$ cat config.mk
export PLATFORM = sky130hd
export DESIGN_NAME = pulse_order_lock
export DESIGN_NICKNAME = d
export VERILOG_FILES = /design/src/rtl/pol_pkg.sv /design/src/rtl/pol_evt_decode.sv /design/src/rtl/pol_next_state.sv /design/src/rtl/pulse_order_lock.sv
export SDC_FILE = /design/constraint.sdc
export NUM_CORES = 1
export LEC_CHECK = 0
export ABC_AREA = 1
export ABC_CLOCK_PERIOD_IN_PS = 4700
export BUFFER_PORTS_ARGS = -buffer_cell sky130_fd_sc_hd__clkbuf_2
export CORE_AREA = 2 2 39 41
export CTS_CLUSTER_SIZE = 25
export DETAILED_ROUTE_END_ITERATION = 16
export DIE_AREA = 0 0 41 43
export GPL_TIMING_DRIVEN = 0
export PLACE_DENSITY = 0.49
export SLEW_MARGIN = 20
export SYNTH_ARGS = -nofsm -noshare
export SYNTH_HDL_FRONTEND = slang
export SYNTH_SLANG_ARGS = --single-unit
export TNS_END_PERCENT = 20
$ cat constraint.sdc
create_clock -name clk -period 4.7 [get_ports clk]
set_clock_uncertainty 0.15 [all_clocks]
set_input_delay 0.705 -clock clk [delete_from_list [all_inputs] [get_ports clk]]
set_output_delay 0.705 -clock clk [all_outputs]
set_load 0.02 [all_outputs]
$ cat src/rtl/pol_pkg.sv
package pol_pkg;

    localparam int EV_N  = 4;
    localparam int ST_W  = 2;
    localparam int CNT_W = $clog2(EV_N + 1);
    localparam int KND_W = $clog2(EV_N);

    typedef enum logic [ST_W-1:0] {
        ST_IDLE  = 2'b00,
        ST_HAVE1 = 2'b01,
        ST_HAVE2 = 2'b10,
        ST_HAVE3 = 2'b11
    } pol_state_e;

    typedef enum logic [KND_W-1:0] {
        EV_K1 = 2'd0,
        EV_K2 = 2'd1,
        EV_K3 = 2'd2,
        EV_K4 = 2'd3
    } pol_kind_e;

    typedef struct packed {
        logic      none;
        logic      multi;
        pol_kind_e kind;
    } pol_event_t;

    // event kind that moves a given state one step forward
    function automatic pol_kind_e advance_kind(input pol_state_e s);
        case (s)
            ST_IDLE:  return EV_K2;
            ST_HAVE1: return EV_K1;
            ST_HAVE2: return EV_K4;
            default:  return EV_K3;
        endcase
    endfunction

    // successor of a state along the match path
    function automatic pol_state_e step_of(input pol_state_e s);
        case (s)
            ST_IDLE:  return ST_HAVE1;
            ST_HAVE1: return ST_HAVE2;
            ST_HAVE2: return ST_HAVE3;
            default:  return ST_IDLE;
        endcase
    endfunction

    localparam pol_kind_e RESTART_KIND = EV_K2;

endpackage

$ cat src/rtl/pol_evt_decode.sv
module pol_evt_decode
    import pol_pkg::*;
(
    input  logic [EV_N-1:0] strobe,
    output pol_event_t      ev
);

    logic [CNT_W-1:0] cnt;
    pol_kind_e        kind;

    always_comb begin
        cnt  = '0;
        kind = EV_K1;
        for (int i = 0; i < EV_N; i++) begin
            if (strobe[i]) begin
                cnt  = cnt + CNT_W'(1);
                kind = pol_kind_e'(KND_W'(i));
            end
        end
    end

    always_comb begin
        ev.none  = (cnt == '0);
        ev.multi = (cnt > CNT_W'(1));
        ev.kind  = kind;
    end

endmodule

$ cat src/rtl/pol_next_state.sv
module pol_next_state
    import pol_pkg::*;
(
    input  pol_state_e cur,
    input  pol_event_t ev,
    output pol_state_e nxt,
    output logic       hit
);

    always_comb begin
        nxt = cur;
        hit = 1'b0;
        if (ev.multi) begin
            nxt = ST_IDLE;
        end else if (!ev.none) begin
            if (ev.kind == advance_kind(cur)) begin
                nxt = step_of(cur);
                hit = (cur == ST_HAVE3);
            end else if (ev.kind == RESTART_KIND && cur != ST_HAVE1) begin
                nxt = ST_HAVE1;
            end else begin
                nxt = ST_IDLE;
            end
        end
    end

endmodule

$ cat src/rtl/pulse_order_lock.sv
module pulse_order_lock
    import pol_pkg::*;
(
    input  logic            clk,
    input  logic            rst,
    input  logic [EV_N-1:0] evt_strobe,
    output logic            match_pulse
);

    pol_state_e cur_state;
    pol_state_e nxt_state;
    pol_event_t ev;
    logic       hit;

    pol_evt_decode u_dec (
        .strobe (evt_strobe),
        .ev     (ev)
    );

    pol_next_state u_nxt (
        .cur (cur_state),
        .ev  (ev),
        .nxt (nxt_state),
        .hit (hit)
    );

    always_ff @(posedge clk) begin
        if (rst) cur_state <= ST_IDLE;
        else     cur_state <= nxt_state;
    end

    assign match_pulse = hit & ~rst;

endmodule

# == After elaboration in Yosys (flattened, before gate mapping) ==
# Index checks and enable logic that the tools add are counted.
# classes
n_addsub,3
order_cmp,1
n_eq_ne,6
muxes,16
n_bitwise,2
reduce_logical,4
# ops
cell,n
$pmux 2 s3,2
$mux 2,5
$mux 3,3
$add 3x1->3 const B,2
$mux 1,6
$eq 2x1->1 const B,2
$eq 2x2->1 const B,2
$gt 3x1->1 const B,1
$logic_not 3->1,1
$add 1x1->2 const B,1
$eq 2x2->1,1
$logic_not 2->1,1
$ne 2x1->1 const B,1
$reduce_or 2->1,1
$and 1x1->1,1
$logic_and 1x1->1,1
$not 1->1,1
# word_totals
register_bits,2
inputBits,6
word_cells,33

# == Depth between registers and ports, before layout ==
# Gate-level depths: netlist of the first run.
# logic_depth
depth_word,15
ltp_mapped,15
depth_no_buf,15

# == By module ==
# Synthesis of the first run repeated with hierarchy kept, for this count alone.
# hier_totals
cells_unflattened,74
hier_area_um2,422.9
# modules_own_cells
module,n_inst,cells_each,area_per_inst_um2
pol_next_state,1,33,192.7
pol_evt_decode,1,33,167.7
pulse_order_lock,1,8,62.6

# == Worst setup path after synthesis of the first run ==
# Ideal clock, no wire load.
# synth_timing
kind,input to output
start,input evt_strobe[0]
end,output match_pulse
t_arrival_ns,2.231
t_required_ns,3.845
path_slack_ns,1.614
cell_stages,11
path_buffers,0
cell_sequence,inv_1 ha_1 inv_1 nand2_1 nand2_1 inv_1 ha_1 or2_0 nand2_2 nand3_2 nor3_2
# synth_between
elab_chain_cells,11
elab_cells_between_ends,12
cone_classes,3 x add/sub; 1 x order compare; 6 x mux; 1 x bitwise; 1 x reduce/logical
# synth_rtl
item,line,source
from (decl),pulse_order_lock.sv:6,"input logic [EV_N-1:0] evt_strobe,"
$mux 1 (*),pol_evt_decode.sv:15,if (strobe[i]) begin
$add 1x1->2,pol_evt_decode.sv:16,cnt = cnt + CNT_W'(1);
$mux 3 (*),pol_evt_decode.sv:15,
$add 3x1->3,pol_evt_decode.sv:16,
$mux 3 (*),pol_evt_decode.sv:15,
$add 3x1->3,pol_evt_decode.sv:16,
$mux 3 (*),pol_evt_decode.sv:15,
"parallel branches: the longest is 2 deep, another holds $gt 3x1->1",-,
$mux 1 (*),pol_next_state.sv:13,if (ev.multi) begin
$and 1x1->1 (*),pulse_order_lock.sv:32,assign match_pulse = hit & ~rst;
to (decl),pulse_order_lock.sv:7,output logic match_pulse
# Mark *: on every way between the ends.

# == Final worst setup path of the first run ==
# Ends and elaborated chain as after synthesis.

==> results of run 1 <==
[per-stage QoR]
stage	cell area, um2	worst slack [ps]	hold WS (ps)	util, %
6_report	496.7	1424	496.1	35.90
5_1_grt	496.7	1287	545.9	35.90
4_1_cts	496.7	1414	501.1	35.90
3_5_place_dp	474.2	1419	496.7	34.27
3_3_place_gp	474.2	1432	500.3	34.27
2_1_floorplan	424.2	1614	429.5	-
[worst paths after layout]
path | end | cells past startpoint | from
min | cur_state[1] | 4 | cur_state[1]
min reg2reg | cur_state[1] | 4 | cur_state[1]
max reg2reg | cur_state[0] | 10 | cur_state[0]
max | match_pulse | 13 | evt_strobe[0]
[power by group through the flow]
stage / clock, mW / combinational (mW) / sequential, mW
after floorplan: 0 / 0.0252 / 0.0187
after global placement: 0 / 0.0329 / 0.0190
after detailed placement: 0 / 0.0328 / 0.0191
after CTS: 0.0382 / 0.0330 / 0.0188
after global routing: 0.0400 / 0.0382 / 0.0190
final: 0.0366 / 0.0326 / 0.0188
[layout make-up]
| type | count | area, um2 | share of cell area (%) |
|---|---|---|---|
| multi-input combinational | 55 | 316.6 | 63.73 |
| tap | 16 | 20.02 | 4.030 |
| timing repair buffer | 6 | 30.03 | 6.045 |
| clock buffer | 3 | 22.52 | 4.534 |
| inverter | 18 | 67.56 | 13.60 |
| sequential | 2 | 40.04 | 8.060 |
[cells by family after synthesis]
group	after synthesis	synth area share, %
compound gates	2	3.244
fa+ha+maj	8	23.60
buf+inv	18	15.93
flops	2	9.440
simple gates	45	47.79
[worst max-delay path, cell delays in order]
cell	delay, ps
clkbuf_2	90
inv_1	40
ha_1	310
inv_1	60
nand2_1	60
nand2_1	70
inv_1	50
ha_1	270
or2_0	230
nand2_2	80
nand3_2	90
nor3_2	170
clkbuf_2	190
[cell usage in the layout (no fill, tap or decap), drive strengths merged]
master	Yosys	routed
clkbuf	0	9
dfxtp	2	2
a21oi	2	2
nand2	28	28
nor3	2	2
or2	1	1
nor2	5	5
ha	8	8
inv	18	18
nand3	9	9
[per-layer routing]
layer	up-vias	global-route usage [%]	wire length [um]
met5	-	0	0
met1	167	14.38	384
li1	242	-	-
met4	0	2.000	0
met3	0	3.141	50
met2	16	13.44	316
==> impl_results.md, run 1 <==
- Status: finished, final reports clean
- Largest net degree at the start of global routing: 7
- Resized Gates After CTS: 0
- Placer Congestion: 0.7269
- Drt first pass iters: 4
- Die H: around 43 um
- Post-synth EDFFs: 0
- Synth top area cells: ha_1, nand2_1, inv_1, dfxtp_1, nand3_1
- Synth Cell Area: 424.2 um2
- Max-slew violation count: 0
- Clk sinks: 2
- Top reg by flops: cur_state
- Fin crit share: ~70%
- CP required: between 3000 and 4000 ps
- Seq/Total Area, Yosys: 9.440%
- Post-Syn Instances: 75
- Post-synthesis net count: 89
- Placed Cells: a little under 100
- Top cells by count, synth: nand2_1, inv_1, ha_1, nand3_1, nor2_1
- Initial Utilization: 30.65%
- Antenna cell count: 0
- Share of the synthesized area in the top cell type: 23.60%
- Grt total ovfl: 0
- P_int: ~58 uW
- NetSw: 29.82 uW
- Worst-path fanout max: 3
- Area growth syn-to-layout: 17.11%
- GRT Util Overall: 9.719%
- Clock Pin Slew Worst Setup and Hold Paths: approximately 30 ps
- Number of synthesized register bits: 2
- Non-filler instance count after layout: 100
- Syn Area/Cell: 5.655 um2
- Combinational Power Share: 37.1%
- Ys Warns: 0
- Layout Nets: 100
- Critical Path AT: 2420 ps
- Crit. End Element: output pin
- Final min period: 3276 ps
- Main flop type after synthesis: dfxtp_1
- Post-CTS Setup Inserts: 0
- Final ANT Viol Nets: 0
- Slew @ Worst Pin: 201.3 ps
- Power Density: 177.1 nW/um2
- Synth async-reset ratio: 0%
- Core footprint: 1384 um2
- WS Path Type: in2out
- Vias: ~430
- VDD IR max: 0.1411 mV
- Max FFs per register: 2
- RSZ-0062 raised after global routing: no
- Setup Total Neg Slack: 0 ps
- Die area: 1763 um2
- Hold Crit Class: reg2reg
- DRC viols: 0
- CTS root buf: clkbuf_4
- Dpl hpwl: 656.6 um
- Initial antenna violation count: 0
- Vias in the first global route: 325
- Port bufs: 6
- H-tree levels: 1
- # rows: 14
- Total Wirelength: approximately 750 um
- Cts-stage hold buffer count: 0
- Leakage: 0.3127 nW
- Vias/cell: between 4 and 5
- F_max: around 300 MHz
- Switching portion of total power: 33.91%
- Count leader, synth: nand2_1
- Clock power frac: 41.6%
- Fin. Hold Viols: 0
- Share of post-route cells with drive strength above 1: 20.24%
- Skew-Pair Late Insertion Delay: 220 ps
- Number of buffers created by CTS: 3
- Final setup fails: 0
- Relative slew slack: 86.56%
- Initial DRC Count: 7
- Total power: 87.96 uW
- Distinct cells, synth: 14
- Die width: 41 um
- Drt wl/cell: 7.500 um
- Fillers: roughly 170
- Reg2Reg Setup Slack: slightly above 3000 ps
- Startpoint Class: input pin
- I/O Pins: 7
- Max-Cap Viols: 0
- CTS tree: yes
- Area leader, netlist: ha_1
- Deepest clock path buffer count: 2
- First-pass GRT wire length: 1221 um
- Top flop regs: cur_state x2
- Register share of total power: 21.4%
Note: power is estimated with default switching activity, not from simulation.
==> run 2, diff against run 1 <==
--- a/config.mk
+++ b/config.mk
@@ -5,15 +5,15 @@
 export SDC_FILE = /design/constraint.sdc
 export NUM_CORES = 1
 export LEC_CHECK = 0
-export ABC_AREA = 1
-export ABC_CLOCK_PERIOD_IN_PS = 4700
+export ABC_AREA = 0
+export ABC_CLOCK_PERIOD_IN_PS = 2900
 export BUFFER_PORTS_ARGS = -buffer_cell sky130_fd_sc_hd__clkbuf_2
 export CORE_AREA = 2 2 39 41
 export CTS_CLUSTER_SIZE = 25
 export DETAILED_ROUTE_END_ITERATION = 16
 export DIE_AREA = 0 0 41 43
 export GPL_TIMING_DRIVEN = 0
-export PLACE_DENSITY = 0.49
+export PLACE_DENSITY = 0.46
 export SLEW_MARGIN = 20
 export SYNTH_ARGS = -nofsm -noshare
 export SYNTH_HDL_FRONTEND = slang
==> constraint.sdc (replaced) <==
create_clock -name clk -period 2.9 [get_ports clk]
set_clock_uncertainty 0.15 [all_clocks]
set_input_delay 0.435 -clock clk [delete_from_list [all_inputs] [get_ports clk]]
set_output_delay 0.435 -clock clk [all_outputs]
set_load 0.02 [all_outputs]
==> run 2 against run 1 <==
  * Global-route usage grew 1.0 points
  * Final cell count shrank 30%
  * Critical path depth shrank 3
  * Sequential cell count is the same
  * Via count shrank 21%
  * Synthesized cell count shrank 41%
  * Sequential power grew 60%
  * Wire length shrank 5.1%
  * Largest power group unchanged
==> impl_results.md, run 2 <==
- Most common cell after layout, fill and taps aside: ha_1
- Dpl hpwl: between 500 and 600 um
- Cell family with most CP delay: adder cells
- H-tree levels: 1
- First-pass GRT wire length: 1317 um
- Post-Syn Instances: 44
- Skew-Pair Late Insertion Delay: approximately 220 ps
- Final core utilization: 34.90%
- Top cells by count, synth: ha_1, inv_1, nor2_1, a21oi_1
- Fin crit share: roughly 97%
- Number of synthesized register bits: 2
- Final setup fails: 0
- Main flop type after synthesis: dfxtp_1
- Clock Pin Slew Worst Setup and Hold Paths: around 30 ps
- Die width: 41 um
- GRT Util Overall: 10.72%
- Max stage delay on crit path: a little under 300 ps
- Commonest cells after routing, fill and taps aside: ha_1, nor2_1, clkbuf_2
- Count leader, synth: ha_1
- Max-Cap Viols: 0
- Startpoint Class: input pin
- CP required: roughly 2300 ps
- Number of buffers created by CTS: 3
- Post-synthesis net count: 58
- CTS tree: yes
- Final ANT Viol Nets: 0
- WS Path Type: in2out
- Synth async-reset ratio: 0%
- VDD IR max: 0.1517 mV
- Worst path bufs/invs: 3
- Share of the synthesized area in the top cell type: about 28%
- Deepest clock path buffer count: 2
- Critical Path AT: 2220 ps
- Syn Area/Cell: between 8 and 9 um2
- Relative slew slack: 79.93%
- Ys Warns: 0
- Initial DRC Count: 5
- Final min period: 2809 ps
- Final worst slack: 91.20 ps
- Crit. End Element: output pin
- Placer Congestion: between 0.7 and 0.8
- Total Wirelength: 712 um
- Vias/cell: approximately 4.8
- Die H: around 43 um
- I/O Pins: 7
- Antenna cell count: 0
- Drt wl/cell: 10.17 um
- Initial Utilization: 26.22%
- # rows: 14
- Drt first pass iters: 4
- DRC viols: 0
- Top reg by flops: cur_state
- Setup slack at placement: -200.6 ps
- Worst-path fanout max: 3
- Core footprint: between 1000 and 1500 um2
- Largest net degree at the start of global routing: 11
- Slowest CP cell: ha_4
- Initial antenna violation count: 0
- Port bufs: 5
- Area leader, netlist: ha_1
- RSZ-0062 raised after global routing: no
- Layout Nets: 70
- Fin. Hold Viols: 0
- Clk sinks: 2
- Top flop regs: cur_state x2
- CTS root buf: clkbuf_4
- Leakage: around 0.21 nW
- Synth Cell Area: ~360 um2
- Max-slew violation count: 0
- Cell chain of the critical path: clkbuf_2 -> inv_2 -> ha_4 -> xor2_4 -> ha_1 -> nor4bb_1 -> mux2i_1 -> o41a_1 -> nor3b_2 -> clkbuf_4
- Grt total ovfl: 0
- Status: finished, final reports clean
- Share of post-route cells with drive strength above 1: 31.48%
- F_max: 356.0 MHz
- Vias in the first global route: between 300 and 400
- Power Density: approximately 310 nW/um2
- Max FFs per register: 2
- Hold Crit Class: reg2reg
- Seq/Total Area, Yosys: 11.03%
- Slew @ Worst Pin: 298.4 ps
- Area growth syn-to-layout: 33.10%
- Cts-stage hold buffer count: 0
- Synth top area cells: ha_1, dfxtp_1, inv_1, nor2_1, xor2_1
- Fin Hold WS: 401.6 ps
- Die area: around 1800 um2
- Distinct cells, synth: 23
- Post-synth EDFFs: 0
- Vias: roughly 340
## run 2: cell families (layout without fill, tap and decap cells)
group / count (synthesis) / in the layout / share of synthesized area, %
xor gates and xnor gates: 3 / 3 / 9.312
AOI/OAI and AO/OA: 9 / 9 / 19.31
and+or+nand+nor: 15 / 15 / 23.45
buffers and inverters: 6 / 16 / 6.551
DFF: 2 / 2 / 11.03
adders and majority gates: 8 / 8 / 27.59
muxes: 1 / 1 / 2.759
## run 2: area by class of cell
| class | count | area (um2) |
|---|---|---|
| buffer | 1 | 5.005 |
| clock buffer | 3 | 22.52 |
| fill | 156 | 900.9 |
| inverter | 5 | 18.77 |
| multi-input combinational | 36 | 334.1 |
| sequential | 2 | 40.04 |
| tap | 16 | 20.02 |
| timing repair buffer | 7 | 42.54 |
## run 2: timing repair
item | in CTS | in global routing
setup buffers | 1 | 1
endpoints found under the setup margin | 1 | 1
gates resized for setup | 4 | 1
endpoints found under the hold margin | 0 | 0
pin swaps | 1 | 2
## run 2: final timing paths
| kind | start | end | slack (ps) | depth (start not counted) |
|---|---|---|---|---|
| worst max register to register | cur_state[0] | cur_state[1] | 1230 | 6 |
| worst max-delay path | evt_strobe[1] | match_pulse | 90 | 10 |
| worst min-delay path | cur_state[0] | cur_state[0] | 400 | 2 |
| worst min register to register | cur_state[0] | cur_state[0] | 400 | 2 |
## run 2: routing by layer
layer	global-route usage [%]	vias to the layer above	part of all wire, %
met2	14.37	3	47
met4	4.000	0	0
met5	0	-	0
li1	-	179	-
met1	15.65	154	50
met3	3.141	0	2.8
## run 2: worst reg2reg max path: stages (launching register included)
cell and delay, ps:
dfxtp_1 400, inv_1 90, ha_1 250, xor2_1 150, o31ai_1 280, nand4_1 140, a21oi_1 140
## run 2: power breakdown
part           internal, mW  leakage, nW  total, mW  switching [mW]
Combinational        0.0281        0.182     0.0588          0.0307
Sequential           0.0287       0.0162     0.0301         0.00138
Clock                0.0456       0.0138     0.0603          0.0147
## run 2: through the flow
stage | cell area [um2] | TNS [ps] | power (mW) | std cells
2_1_floorplan | 367.9 | 0 | 0.06542 | 44
3_3_place_gp | 412.9 | -198.5 | 0.07691 | 65
3_5_place_dp | 412.9 | -200.6 | 0.07630 | 65
4_1_cts | 475.5 | 0 | 0.1506 | 69
5_1_grt | 483.0 | 0 | 0.1679 | 70
6_report | 483.0 | 0 | 0.1493 | 70
==> run 3, diff against run 2 <==
--- a/config.mk
+++ b/config.mk
@@ -6,14 +6,14 @@
 export NUM_CORES = 1
 export LEC_CHECK = 0
 export ABC_AREA = 0
-export ABC_CLOCK_PERIOD_IN_PS = 2900
+export ABC_CLOCK_PERIOD_IN_PS = 3100
 export BUFFER_PORTS_ARGS = -buffer_cell sky130_fd_sc_hd__clkbuf_2
 export CORE_AREA = 2 2 39 41
 export CTS_CLUSTER_SIZE = 25
 export DETAILED_ROUTE_END_ITERATION = 16
 export DIE_AREA = 0 0 41 43
 export GPL_TIMING_DRIVEN = 0
-export PLACE_DENSITY = 0.46
+export PLACE_DENSITY = 0.44
 export SLEW_MARGIN = 20
 export SYNTH_ARGS = -nofsm -noshare
 export SYNTH_HDL_FRONTEND = slang
==> constraint.sdc (replaced) <==
create_clock -name clk -period 3.1 [get_ports clk]
set_clock_uncertainty 0.15 [all_clocks]
set_input_delay 0.465 -clock clk [delete_from_list [all_inputs] [get_ports clk]]
set_output_delay 0.465 -clock clk [all_outputs]
set_load 0.02 [all_outputs]
==> run 3 against run 2 <==
  * Critical path depth unchanged
  * Die area is the same
  * Setup slack improved by 100 ps
  * Critical path type unchanged
  * Final area down 3.1%
  * Register-to-register slack improved by 160 ps
  * Highest routed layer unchanged
  * Utilization is 1.1 points lower
  * Sequential cell count did not move
  * Largest power group unchanged
  * Via count is 1.5% higher
  * Combinational power fell by 10%
  * Wire length down 3.5%
  * Global-route usage fell by 1.7 points
==> impl_results.md, run 3 (synthesis gave the netlist of run 2 again) <==
- Skew-Pair Late Insertion Delay: around 220 ps
- WS Path Type: in2out
- Dpl hpwl: 542.3 um
- Grt total ovfl: 0
- Port bufs: 5
- RR Endpoint: cur_state[0]
- Vias/cell: roughly 5
- Commonest cells after routing, fill and taps aside: ha_1, inv_1, nor2_1, clkbuf_2
- Clock Pin Slew Worst Setup and Hold Paths: ~30 ps
- Total Wirelength: 687 um
- Worst-path fanout max: 3
- Cell chain of the critical path: clkbuf_2 -> inv_1 -> ha_4 -> xor2_4 -> ha_1 -> nor4bb_1 -> mux2i_1 -> o41a_1 -> nor3b_1 -> buf_2
- Antenna cell count: 0
- Final worst slack: 194.0 ps
- F_max: 344.1 MHz
- Crit. End Element: output pin
- Share of post-route cells with drive strength above 1: 26.42%
- Layout Nets: 69
- Worst path bufs/invs: 3
- Post-Layout Inst Area: 467.9 um2
- Initial DRC Count: 8
- Max FFs per register: 2
- Fillers: between 150 and 200
- First-pass GRT wire length: roughly 1200 um
- Critical Path AT: approximately 2300 ps
- I/O Pins: 7
- # rows: 14
- Final core utilization: between 30% and 40%
- Initial Utilization: a little over a quarter
- Final min period: 2906 ps
- Reg2Reg Setup Slack: ~1400 ps
- Status: finished, final reports clean
- Fin crit share: 93.74%
- Fin Hold WS: 412.6 ps
- Largest net degree at the start of global routing: 11
- GRT Util Overall: under 10%
- CP required: 2480 ps
- Top flop regs: cur_state x2
- CTS tree: yes
- Cell family with most CP delay: adder cells
- Die H: 43 um
- Final setup fails: 0
- H-tree levels: 1
- Placer Congestion: ~0.7
- Vias in the first global route: about 320
- Initial antenna violation count: 0
- Max-Cap Viols: 0
- Total power: 137.3 uW
- Die area: around 1800 um2
- Slowest CP cell: ha_1
- Top reg by flops: cur_state
- Setup slack at placement: -75.24 ps
- Reg area: 40.04 um2
- Deepest clock path buffer count: 2
- Relative slew slack: 79.01%
- Drt first pass iters: 3
- Most common cell after layout, fill and taps aside: ha_1
- VDD IR max: 0.1607 mV
- Vias: 341
- Max stage delay on crit path: approximately 320 ps
- DRC viols: 0
- Worst Setup SP: evt_strobe[1]
- Power Density: 293.5 nW/um2
- Startpoint Class: input pin
- Final ANT Viol Nets: 0
- Max-slew violation count: 0
- Leakage: 0.2099 nW
- Core footprint: 1384 um2
- Multi-input gate area: roughly 330 um2
- Die width: 41 um
- Non-filler instance count after layout: 69
- Drt wl/cell: approximately 10 um
- Hold Crit Endpoint: cur_state[0]
- Placed Cells: 65
- Area growth syn-to-layout: 28.97%
- CTS root buf: clkbuf_4
- Number of buffers created by CTS: 3
- Slew @ Worst Pin: between 300 and 400 ps
- Worst reg2reg path depth: 6
- Placed cell areas: 407.9 um2
- Fin. Hold Viols: 0
- Setup Total Neg Slack: 0 ps
- Clk sinks: 2
- Cts-stage hold buffer count: 0
- Hold Path Depth: 2
- Min-delay src: cur_state[0]
- RSZ-0062 raised after global routing: no
- RR Startpoint: cur_state[0]
- Hold Crit Class: reg2reg
[run 3: cell types whose count changed in the layout (fill, tap and decap cells not counted)]
cell,before,now
buf_2,0,1
buf_4,2,1
clkbuf_4,4,3
inv_1,4,5
inv_2,1,0
nor3b_1,0,1
nor3b_2,1,0
[run 3: worst max-delay path by stage]
stage | to | depth (start not counted) | slack [ps]
after detailed placement | match_pulse | 10 | -80
after floorplan | match_pulse | 8 | 30
after CTS | match_pulse | 10 | 50
final | match_pulse | 10 | 190
after global placement | match_pulse | 10 | -70
after global routing | match_pulse | 10 | 100
[run 3: cell type report]
| type | count | share of cell area, % |
|---|---|---|
| clock buffer | 3 | 4.813 |
| inverter | 5 | 4.011 |
| timing repair buffer | 6 | 6.952 |
| tap | 16 | 4.278 |
| sequential | 2 | 8.556 |
| multi-input combinational | 36 | 70.32 |
| buffer | 1 | 1.070 |
[run 3: per-layer routing]
metal | GRT usage [%] | up-vias | share of wire (%)
met5 | 0 | - | 0
met4 | 4.000 | 0 | 0
met1 | 11.15 | 157 | 47
met2 | 15.31 | 3 | 50
met3 | 0 | 0 | 2.2
li1 | - | 181 | -
[run 3: what timing repair did]
item | in CTS | in global routing
endpoints found under the setup margin | 1 | 1
setup buffers | 1 | 0
cloned | 0 | 0
pin swaps | 1 | 2
gates resized for setup | 1 | 3
[run 3: where the power goes]
group	switching [mW]	internal, mW
sequential	0.00129	0.0269
combinational	0.0280	0.0247
clock	0.0138	0.0426
total	0.0431	0.0942
[run 3: worst register-to-register path, stage by stage, from the launching register on]
cell and delay, ps:
dfxtp_1 400, inv_1 90, ha_1 240, a21oi_1 240
nand2b_1 80, a221oi_1 290, nor3_1 90
